### src/rtl/ecfr_pkg.sv
package ecfr_pkg;

    localparam int unsigned GROUP_SLOTS = 4;

    // Slot index of the most recently sampled symbol inside a group
    typedef enum logic [1:0] {
        SLOT_HI  = 2'd0,
        SLOT_DA  = 2'd1,
        SLOT_DB  = 2'd2,
        SLOT_LO  = 2'd3
    } slot_e;

    // One decoded bit handed from the group decoder to the aligner
    typedef struct packed {
        logic vld;
        logic data;
        logic mid_bad;
    } dbit_t;

    typedef enum logic {
        FR_HUNT = 1'b0,
        FR_BODY = 1'b1
    } frm_e;

    // Both fixed marks of a group are present
    function automatic logic marks_ok(input logic first_sym, input logic last_sym);
        return first_sym & ~last_sym;
    endfunction

endpackage

### src/rtl/ecfr_group_decoder.sv
module ecfr_group_decoder
    import ecfr_pkg::*;
#(
    parameter int unsigned LOCK_GROUPS = 8
) (
    input  logic  clk,
    input  logic  rst,
    input  logic  sym_in,
    output dbit_t bit_o,
    output logic  locked_o,
    output logic  code_err_o
);

    localparam int unsigned CW = $clog2(LOCK_GROUPS + 1);
    localparam logic [CW-1:0] CNT_LAST = CW'(LOCK_GROUPS - 1);

    logic          prev_sym;
    logic          aligned;
    slot_e         slot;
    logic          hi_q;
    logic          da_q;
    logic          db_q;
    logic [CW-1:0] good_cnt;
    logic          rise;

    assign rise = ~prev_sym & sym_in;

    always_ff @(posedge clk) begin
        if (rst) begin
            prev_sym   <= 1'b1;
            aligned    <= 1'b0;
            slot       <= SLOT_LO;
            hi_q       <= 1'b0;
            da_q       <= 1'b0;
            db_q       <= 1'b0;
            good_cnt   <= '0;
            locked_o   <= 1'b0;
            code_err_o <= 1'b0;
            bit_o      <= '0;
        end else begin
            prev_sym   <= sym_in;
            code_err_o <= 1'b0;
            bit_o      <= '0;
            if (!locked_o && rise) begin
                // hunting: any rising step is taken as slot 0
                slot    <= SLOT_HI;
                hi_q    <= sym_in;
                aligned <= 1'b1;
                if (aligned && slot != SLOT_LO) begin
                    good_cnt <= '0;
                end
            end else if (aligned) begin
                unique case (slot)
                    SLOT_LO: begin
                        slot <= SLOT_HI;
                        hi_q <= sym_in;
                    end
                    SLOT_HI: begin
                        slot <= SLOT_DA;
                        da_q <= sym_in;
                    end
                    SLOT_DA: begin
                        slot <= SLOT_DB;
                        db_q <= sym_in;
                    end
                    SLOT_DB: begin
                        slot <= SLOT_LO;
                        if (marks_ok(hi_q, sym_in)) begin
                            if (locked_o) begin
                                bit_o.vld     <= 1'b1;
                                bit_o.data    <= da_q;
                                bit_o.mid_bad <= da_q ^ db_q;
                            end else if (good_cnt == CNT_LAST) begin
                                locked_o <= 1'b1;
                                good_cnt <= '0;
                            end else begin
                                good_cnt <= good_cnt + 1'b1;
                            end
                        end else begin
                            code_err_o <= 1'b1;
                            locked_o   <= 1'b0;
                            aligned    <= 1'b0;
                            good_cnt   <= '0;
                        end
                    end
                    default: slot <= SLOT_LO;
                endcase
            end
        end
    end

    // a framing error never coexists with lock
    p_err_drops_lock_r3: assert property (@(posedge clk) disable iff (rst)
        code_err_o |-> !locked_o);

    // the error flag is a single-cycle pulse
    p_err_single_r3: assert property (@(posedge clk) disable iff (rst)
        code_err_o |=> !code_err_o);

    // bits only leave while lock was already held
    p_bits_need_lock_r2: assert property (@(posedge clk) disable iff (rst)
        bit_o.vld |-> $past(locked_o));

    // the group that completes lock delivers no bit
    p_lock_group_silent_r2: assert property (@(posedge clk) disable iff (rst)
        $rose(locked_o) |-> !bit_o.vld);

    // at most one bit per group, never on consecutive cycles
    p_bit_spacing_r5: assert property (@(posedge clk) disable iff (rst)
        bit_o.vld |=> !bit_o.vld);

endmodule

### src/rtl/ecfr_frame_aligner.sv
module ecfr_frame_aligner
    import ecfr_pkg::*;
#(
    parameter int unsigned PAYLOAD_BITS = 125,
    parameter int unsigned MIN_ZEROS    = 4
) (
    input  logic  clk,
    input  logic  rst,
    input  logic  locked_i,
    input  dbit_t bit_i,
    output logic  sof_o,
    output logic  pld_valid_o,
    output logic  pld_data_o,
    output logic  eof_o
);

    localparam int unsigned ZW = $clog2(MIN_ZEROS + 1);
    localparam int unsigned PW = $clog2(PAYLOAD_BITS + 1);
    localparam logic [ZW-1:0] ZRUN_FULL = ZW'(MIN_ZEROS);
    localparam logic [PW-1:0] PCNT_LAST = PW'(PAYLOAD_BITS - 1);

    frm_e          state;
    logic [ZW-1:0] zrun;
    logic [PW-1:0] pcnt;
    logic          start_ok;

    assign start_ok    = bit_i.vld & bit_i.data & (state == FR_HUNT) & (zrun == ZRUN_FULL);
    assign sof_o       = start_ok;
    assign pld_valid_o = bit_i.vld & (state == FR_BODY);
    assign pld_data_o  = bit_i.data;
    assign eof_o       = pld_valid_o & (pcnt == PCNT_LAST);

    always_ff @(posedge clk) begin
        if (rst || !locked_i) begin
            state <= FR_HUNT;
            zrun  <= '0;
            pcnt  <= '0;
        end else if (bit_i.vld) begin
            unique case (state)
                FR_HUNT: begin
                    if (start_ok) begin
                        state <= FR_BODY;
                        pcnt  <= '0;
                    end else if (bit_i.data) begin
                        zrun <= '0;
                    end else if (zrun != ZRUN_FULL) begin
                        zrun <= zrun + 1'b1;
                    end
                end
                FR_BODY: begin
                    if (pcnt == PCNT_LAST) begin
                        state <= FR_HUNT;
                        zrun  <= '0;
                        pcnt  <= '0;
                    end else begin
                        pcnt <= pcnt + 1'b1;
                    end
                end
                default: state <= FR_HUNT;
            endcase
        end
    end

    // a start bit is never also a payload bit
    p_sof_not_payload_r6: assert property (@(posedge clk) disable iff (rst)
        sof_o |-> !pld_valid_o);

    // end of frame rides on a payload strobe
    p_eof_on_payload_r8: assert property (@(posedge clk) disable iff (rst)
        eof_o |-> pld_valid_o);

    // payload index stays inside the frame
    p_count_bound_r8: assert property (@(posedge clk) disable iff (rst)
        pcnt < PW'(PAYLOAD_BITS));

    // after the last payload bit the aligner hunts again
    p_eof_then_hunt_r9: assert property (@(posedge clk) disable iff (rst)
        eof_o |=> state == FR_HUNT);

    // an open frame requires lock on the previous cycle
    p_body_needs_lock_r10: assert property (@(posedge clk) disable iff (rst)
        (state == FR_BODY) |-> $past(locked_i));

endmodule

### src/rtl/ecfr_rx.sv
module ecfr_rx
    import ecfr_pkg::*;
#(
    parameter int unsigned LOCK_GROUPS  = 8,
    parameter int unsigned PAYLOAD_BITS = 125,
    parameter int unsigned MIN_ZEROS    = 4
) (
    input  logic clk,
    input  logic rst,
    input  logic sym_in,
    output logic locked,
    output logic code_err,
    output logic mid_err,
    output logic sof,
    output logic pld_valid,
    output logic pld_data,
    output logic eof
);

    dbit_t dbit;

    ecfr_group_decoder #(
        .LOCK_GROUPS(LOCK_GROUPS)
    ) u_dec (
        .clk        (clk),
        .rst        (rst),
        .sym_in     (sym_in),
        .bit_o      (dbit),
        .locked_o   (locked),
        .code_err_o (code_err)
    );

    ecfr_frame_aligner #(
        .PAYLOAD_BITS(PAYLOAD_BITS),
        .MIN_ZEROS   (MIN_ZEROS)
    ) u_frm (
        .clk         (clk),
        .rst         (rst),
        .locked_i    (locked),
        .bit_i       (dbit),
        .sof_o       (sof),
        .pld_valid_o (pld_valid),
        .pld_data_o  (pld_data),
        .eof_o       (eof)
    );

    assign mid_err = dbit.vld & dbit.mid_bad;

    // a middle-symbol mismatch is reported only with lock held
    p_mid_needs_lock_r4: assert property (@(posedge clk) disable iff (rst)
        mid_err |-> locked);

endmodule

### config.mk
export PLATFORM = sky130hd
export DESIGN_NAME = ecfr_rx
export DESIGN_NICKNAME = d
export VERILOG_FILES = /design/src/rtl/ecfr_pkg.sv /design/src/rtl/ecfr_group_decoder.sv /design/src/rtl/ecfr_frame_aligner.sv /design/src/rtl/ecfr_rx.sv
export SDC_FILE = /design/constraint.sdc
export NUM_CORES = 1
export LEC_CHECK = 0
export BUFFER_PORTS_ARGS = -buffer_cell sky130_fd_sc_hd__buf_2
export CAP_MARGIN = 20
export CORE_ASPECT_RATIO = 0.5
export CORE_MARGIN = 2
export CORE_UTILIZATION = 52
export DETAILED_ROUTE_END_ITERATION = 8
export PLACE_DENSITY = 0.67
export SETUP_SLACK_MARGIN = 0.5
export SLEW_MARGIN = 20
export SYNTH_ARGS = -nofsm -noshare
export SYNTH_HDL_FRONTEND = slang
export SYNTH_SLANG_ARGS = --single-unit
### constraint.sdc
create_clock -name clk -period 2.8 [get_ports clk]
set_input_delay 0.56 -clock clk [delete_from_list [all_inputs] [get_ports clk]]
set_output_delay 0.56 -clock clk [all_outputs]
set_load 0.01 [all_outputs]
# Yosys cells after proc, flatten, opt, wreduce, memory -nomap -nowiden
# Index checks and enable logic that the tools add are counted.
dict set report totals {
  in_bits 3
  out_inout_bits 7
  regBits 27
  elab_cells 100
}
dict set report op_classes {
  n_mux 33
  add_sub_neg 3
  bitwise 17
  reduce_logical 18
  eq_ne 14
}
# op count
set op_table {}
lappend op_table {{2-to-1 mux 4 bit} 7}
lappend op_table {{2-to-1 mux 3 bit} 5}
lappend op_table {{2-to-1 mux 7 bit} 2}
lappend op_table {{case mux 7 bit (2 select lines)} 1}
lappend op_table {{2-to-1 mux 1 bit} 13}
lappend op_table {{inequality test 2 bit (second input constant)} 5}
lappend op_table {{inequality test 3 bit (second input constant)} 3}
lappend op_table {{AND reduction 3 bit} 3}
lappend op_table {{AND 1 bit} 8}
lappend op_table {{NOT 1 bit} 8}
lappend op_table {{case mux 2 bit (4 select lines)} 1}
lappend op_table {{AND reduction 4 bit} 2}
lappend op_table {{adder 7 x 1 -> 7 bit (second input constant)} 1}
lappend op_table {{== test 7 bit (second input constant)} 1}
lappend op_table {{case mux 3 bit (2 select lines)} 1}
lappend op_table {{nonzero test 2 bit} 3}
lappend op_table {{OR reduction 6 bit} 1}
lappend op_table {{OR reduction 5 bit} 1}
lappend op_table {{adder 4 x 1 -> 4 bit (second input constant)} 1}
lappend op_table {{== test 2 bit (second input constant)} 2}
lappend op_table {{== test 4 x 3 -> 1 bit (second input constant)} 1}
lappend op_table {{2-to-1 mux 2 bit} 2}
lappend op_table {{AND reduction 2 bit} 2}
lappend op_table {{OR reduction 4 bit} 1}
lappend op_table {{9 further kinds} 10}

# Depth between registers and ports, before layout
dict set report depth {
  depth_word 7
  mapped_depth 6
  ltp_nobuf 6
}

# Modules after synthesis
# From an unflattened synthesis, not the netlist that was laid out.
dict set report hier_totals {
  cells_unflattened 160
  hier_area_um2 1466.4
}
# mod seq_area_each_um2 instances cells_each area_per_inst_um2
set modules_own_cells {}
lappend modules_own_cells {ecfr_group_decoder 320.3 1 80 774.5}
lappend modules_own_cells {ecfr_frame_aligner 220.2 1 79 685.7}
lappend modules_own_cells {ecfr_rx 0.0 1 1 6.3}

# Least setup slack after synthesis
# OpenSTA, ideal clock, no wires.
dict set report synth_timing {
  path_kind {in2reg}
  from {input port sym_in}
  to {register u_dec.good_cnt[3]}
  required_time_ps 2741
  path_slack_ps 1217
  t_arrival_ps 1524
  n_path_buf 1
  setup_ps 59
  path_stages 5
  path_cell_list {buf_6 nand4b_4 or4_4 a21oi_2 a31o_1}
}
dict set report synth_between {
  elab_chain_len 6
  word_cells_on_any_way 13
  classes_between {eq/ne: 2; mux: 4; bitwise: 3; reduce/logical: 4}
}
# item line
set synth_lines {}
lappend synth_lines {{start: declaration} ecfr_rx.sv:10} ;# input logic sym_in,
lappend synth_lines {{NOT 1 bit} ecfr_pkg.sv:27} ;# return first_sym & ~last_sym;
lappend synth_lines {{AND 1 bit} ecfr_pkg.sv:27}
lappend synth_lines {{2-to-1 mux 4 bit} ecfr_group_decoder.sv:68} ;# if (marks_ok(hi_q, sym_in)) begin
lappend synth_lines {{2-to-1 mux 4 bit} ecfr_group_decoder.sv:53} ;# unique case (slot)
lappend synth_lines {{2-to-1 mux 4 bit} ecfr_group_decoder.sv:52} ;# end else if (aligned) begin
lappend synth_lines {{2-to-1 mux 4 bit} ecfr_group_decoder.sv:44} ;# if (!locked_o && rise) begin
lappend synth_lines {{end signal: assignment} ecfr_group_decoder.sv:77} ;# good_cnt <= good_cnt + 1'b1;
lappend synth_lines {{end: declaration} ecfr_group_decoder.sv:23} ;# logic [CW-1:0] good_cnt;
# Parallel ways exist; a longest one is shown, timed or not. The select of a mux whose other input is x is not followed.
# A chain may end at the register's enable or synchronous reset.

# Worst setup path in the final report
dict set report layout_timing {
  from {register u_frm.zrun[0]}
  to {output port sof}
}
dict set report layout_between {
  elab_chain_len 2
}
# item line
set layout_lines {}
lappend layout_lines {{start: declaration} ecfr_frame_aligner.sv:23} ;# logic [ZW-1:0] zrun;
lappend layout_lines {{start signal: assignment} ecfr_frame_aligner.sv:47} ;# zrun <= zrun + 1'b1;
lappend layout_lines {{== test 3 bit} ecfr_frame_aligner.sv:27} ;# assign start_ok = bit_i.vld & bit_i.data & (state == FR_HUNT) & (zrun == ZRUN_FULL);
lappend layout_lines {{AND 1 bit} ecfr_frame_aligner.sv:27}
lappend layout_lines {{end: declaration} ecfr_rx.sv:14} ;# output logic sof,
# Every way passes these cells.

==> run_results.csv <==
group,metric,value,unit
run_status,status,"finished clean",
synth,async_flop_share,0,%
timing,hold_viol_final,0,
detailed_routing,via_per_inst,5.27,
timing,clock_skew,0.00391,ns
clock_network,clockBufferDepth,2,
power,finalPower,0.000652,W
synth,synth.distinct_cells,42,
detailed_routing,drt_iter0_markers,42,
clock_network,cts_hold_buf,0,
synth,synth_nets,168,
detailed_routing,wl_per_cell,12.1,um
synth,synthesis.instances,156,
finish,drive_gt1_share,11.6,%
global_routing,overflow,0,
floorplan,ios,10,
min_path,min_to,"u_dec.good_cnt[1]",
finish,fill_cells,251,
timing,worst_slack,0.841,ns
critical_path,ff2ff_setup_slack,1.08,ns
timing,tns,0,ns
synth,yosysSeqAreaShare,38.6,%
finish,fin_nets,177,
floorplan,die_w,77.4,um
critical_path,criticalPathCategory,"reg2out",
critical_path,arrival,1.40,ns
global_routing,antenna_found_initial,0,
placed_design,portBuffers,9,
finish,n_antenna_cell,0,
timing,setup_viol,0,
power,p_seq_share,60.9,%
floorplan,dieArea,0.00315,sq mm
floorplan,coreArea,0.00257,sq mm
synth,yosysMostFrequentCell,"dfxtp_1",
synth,syn_area_per_cell,8.97,sq um
power,clkPwrFrac,33.7,%
detailed_routing,drc,0,
critical_path,cpPeakStageDelay,0.34,ns
timing,maxSlewViolCount,0,
clock_network,clk_latency,0.27,ns
clock_network,tritoncts,"built",
synth,synth_top_area_cell,"dfxtp_1",
synth,synth.ff_latch_count,27,
critical_path,reg2reg_to,"u_dec.good_cnt[3]",
detailed_routing,ant_nets,0,
synth,yosys.area.top_type_share,38.6,%
detailed_routing,num_vias,1059,
clock_network,clock-sinks,27,
min_path,hp-class,"reg2reg",
clock_network,clkTransAtPathRegs,0.09,ns
power,switchingPower,0.000146,W
min_path,holdPathStages,2,
power,leakagePower,0.594,nW
power,p_sw_share,22.5,%
critical_path,start_kind,"flip-flop",
timing,fin_crit,1.96,ns
critical_path,worstPathCellList,"inv_1 -> ha_1 -> nand4_1 -> nor2_1 -> buf_2",
finish,finish.utilization,57.8,%
critical_path,cp.required,2.24,ns
finish,layout-area-overhead-vs-synth,6.17,%
clock_network,cts-htree-levels,1,
global_routing,grt_max_degree,15,
timing,fmax,510,MHz
critical_path,cp_slowest_cell,"dfxtp_1",
timing,tightestPinTransition,0.435,ns
floorplan,die_y,40.7,um
clock_network,cts_buffers,3,
detailed_routing,drt-total-wl,2.43,mm
flow_run,drv_cap,0,
global_routing,track_usage,16.8,%
placed_design,dpl.hpwl,1.83,mm
floorplan,start_util,54.5,%
power,pwr-share-comb,5.4,%
synth,netlist_top_cells_count,"27 x dfxtp_1, 19 x nor2_1, 15 x nand2_1, 9 x ha_1, 9 x nand3_1",
power,peakVddDrop,0.269,mV
timing,fin_crit_sh,70.0,%
synth,syn-cell-area,0.00140,sq mm
timing,grt_setup_unrepaired,"false",
synth,synth_edf_count,0,
synth,yosys_warnings,0,
critical_path,critPathMaxFanout,7,
clock_network,root_buffer,"clkbuf_8",
global_routing,grt_pass1_wl,4.01,mm
detailed_routing,firstDrtPassIters,4,
synth,synth_flop_cell,"dfxtp_1",
min_path,hold_start,"u_dec.good_cnt[1]",
synth,synth_area_leaders,"dfxtp_1 39%, ha_1 8.0%, nor2_1 5.1%",
placed_design,place_ws,1.08,ns
floorplan,core.rowCount,13,
critical_path,r2r_cells,6,
power,pwr_density_cell,438,mW/mm^2
critical_path,cp-end-kind,"output port",
power,internal-power,0.000505,W
critical_path,reg2reg_from,"u_dec.slot[0]",
global_routing,grt_pass1_vias,893,
clock_network,ctsResizeCount,0,
timing,max-slew-margin-rel,70.9,%
clock_network,cts_setup_buffers,0,
placed_design,place_congestion,0.800,
## state kept, by name, indices dropped and copies added, names as in the netlist
| name | flops |
|---|---|
| u_dec.aligned | 1 |
| u_dec.bit_o | 3 |
| u_dec.code_err_o | 1 |
| u_dec.da_q | 1 |
| u_dec.db_q | 1 |
| u_dec.good_cnt | 4 |
| u_dec.hi_q | 1 |
| u_dec.locked_o | 1 |
| u_dec.prev_sym | 1 |
| u_dec.slot | 2 |
| u_frm.pcnt | 7 |
| u_frm.state | 1 |
| u_frm.zrun | 3 |
## stage by stage
step	instances	hold WS [ns]	area, sq um
3_3_place_gp	197	0.491	1440
3_5_place_dp	197	0.479	1440
4_1_cts	201	0.492	1490
6_report	201	0.490	1490
2_1_floorplan	156	0.451	1400
5_1_grt	201	0.516	1490
## logic make-up after synthesis
| kind of cell | Yosys count | share of synthesized area (%) |
|---|---|---|
| and+or+nand+nor | 69 | 27.2 |
| AOI/OAI and AO/OA | 26 | 12.4 |
| muxes | 5 | 3.66 |
| buffers and inverters | 13 | 5.72 |
| xor gates and xnor gates | 7 | 4.38 |
| adders and majority gates | 9 | 8.04 |
| DFF | 27 | 38.6 |
## power groups by stage
stage,sequential [W],clock (W),combinational (W)
after global routing,0.000398,0.000240,0.0000387
after global placement,0.000406,0,0.0000341
final,0.000397,0.000220,0.0000349
after floorplan,0.000403,0,0.0000325
after CTS,0.000397,0.000228,0.0000350
after detailed placement,0.000406,0,0.0000350
## worst max-delay path, delay by kind of cell (launching register included)
family,cells,cell delay (ns)
fa+ha+maj,1,0.17
simple gates,2,0.41
buf+inv,2,0.20
flops,1,0.34
## cell type report
class	count	area [sq um]	area share, %
multi-input cells	116	779	52.4
flip-flops and latches	27	541	36.4
inverters	8	30.0	2.02
well taps	37	46.3	3.11
repair buffers	9	45.0	3.03
clock buffers	4	45.0	3.03
## worst max path at each step
stage | from | to | slack (ns) | cells after the start
after global placement | sym_in | u_dec.good_cnt[3] | 1.10 | 5
after global routing | u_frm.zrun[0] | sof | 0.71 | 5
after CTS | u_frm.zrun[0] | sof | 0.82 | 5
after floorplan | sym_in | u_dec.good_cnt[3] | 1.22 | 5
final | u_frm.zrun[0] | sof | 0.84 | 5
after detailed placement | sym_in | u_dec.locked_o | 1.08 | 5
## cell usage in the layout (no fill, tap or decap), types with 2 or more instances in the layout
master and n:
or2_2 2, a311oi_1 2, buf_2 9, dfxtp_1 27
nand2_1 15, nand3_1 9, nand4_1 3, nand2b_1 2
mux2i_1 4, o21ai_0 6, a211oi_1 2, ha_1 9
clkbuf_8 3, nor2b_1 2, xnor2_1 6, nor3_1 3
and2_1 3, a21oi_1 7, nor2_1 19, inv_1 8
## layer usage
metal	up-vias	wire (um)	part of all wire, %	track usage (%)
met1	486	1280	53	20.7
met4	0	10	0.41	2.68
met3	2	69	2.8	5.29
li1	563	-	-	-
met5	-	0	0	0
met2	8	1070	44	30.7
No activity file was read; power rests on OpenSTA's default activity.
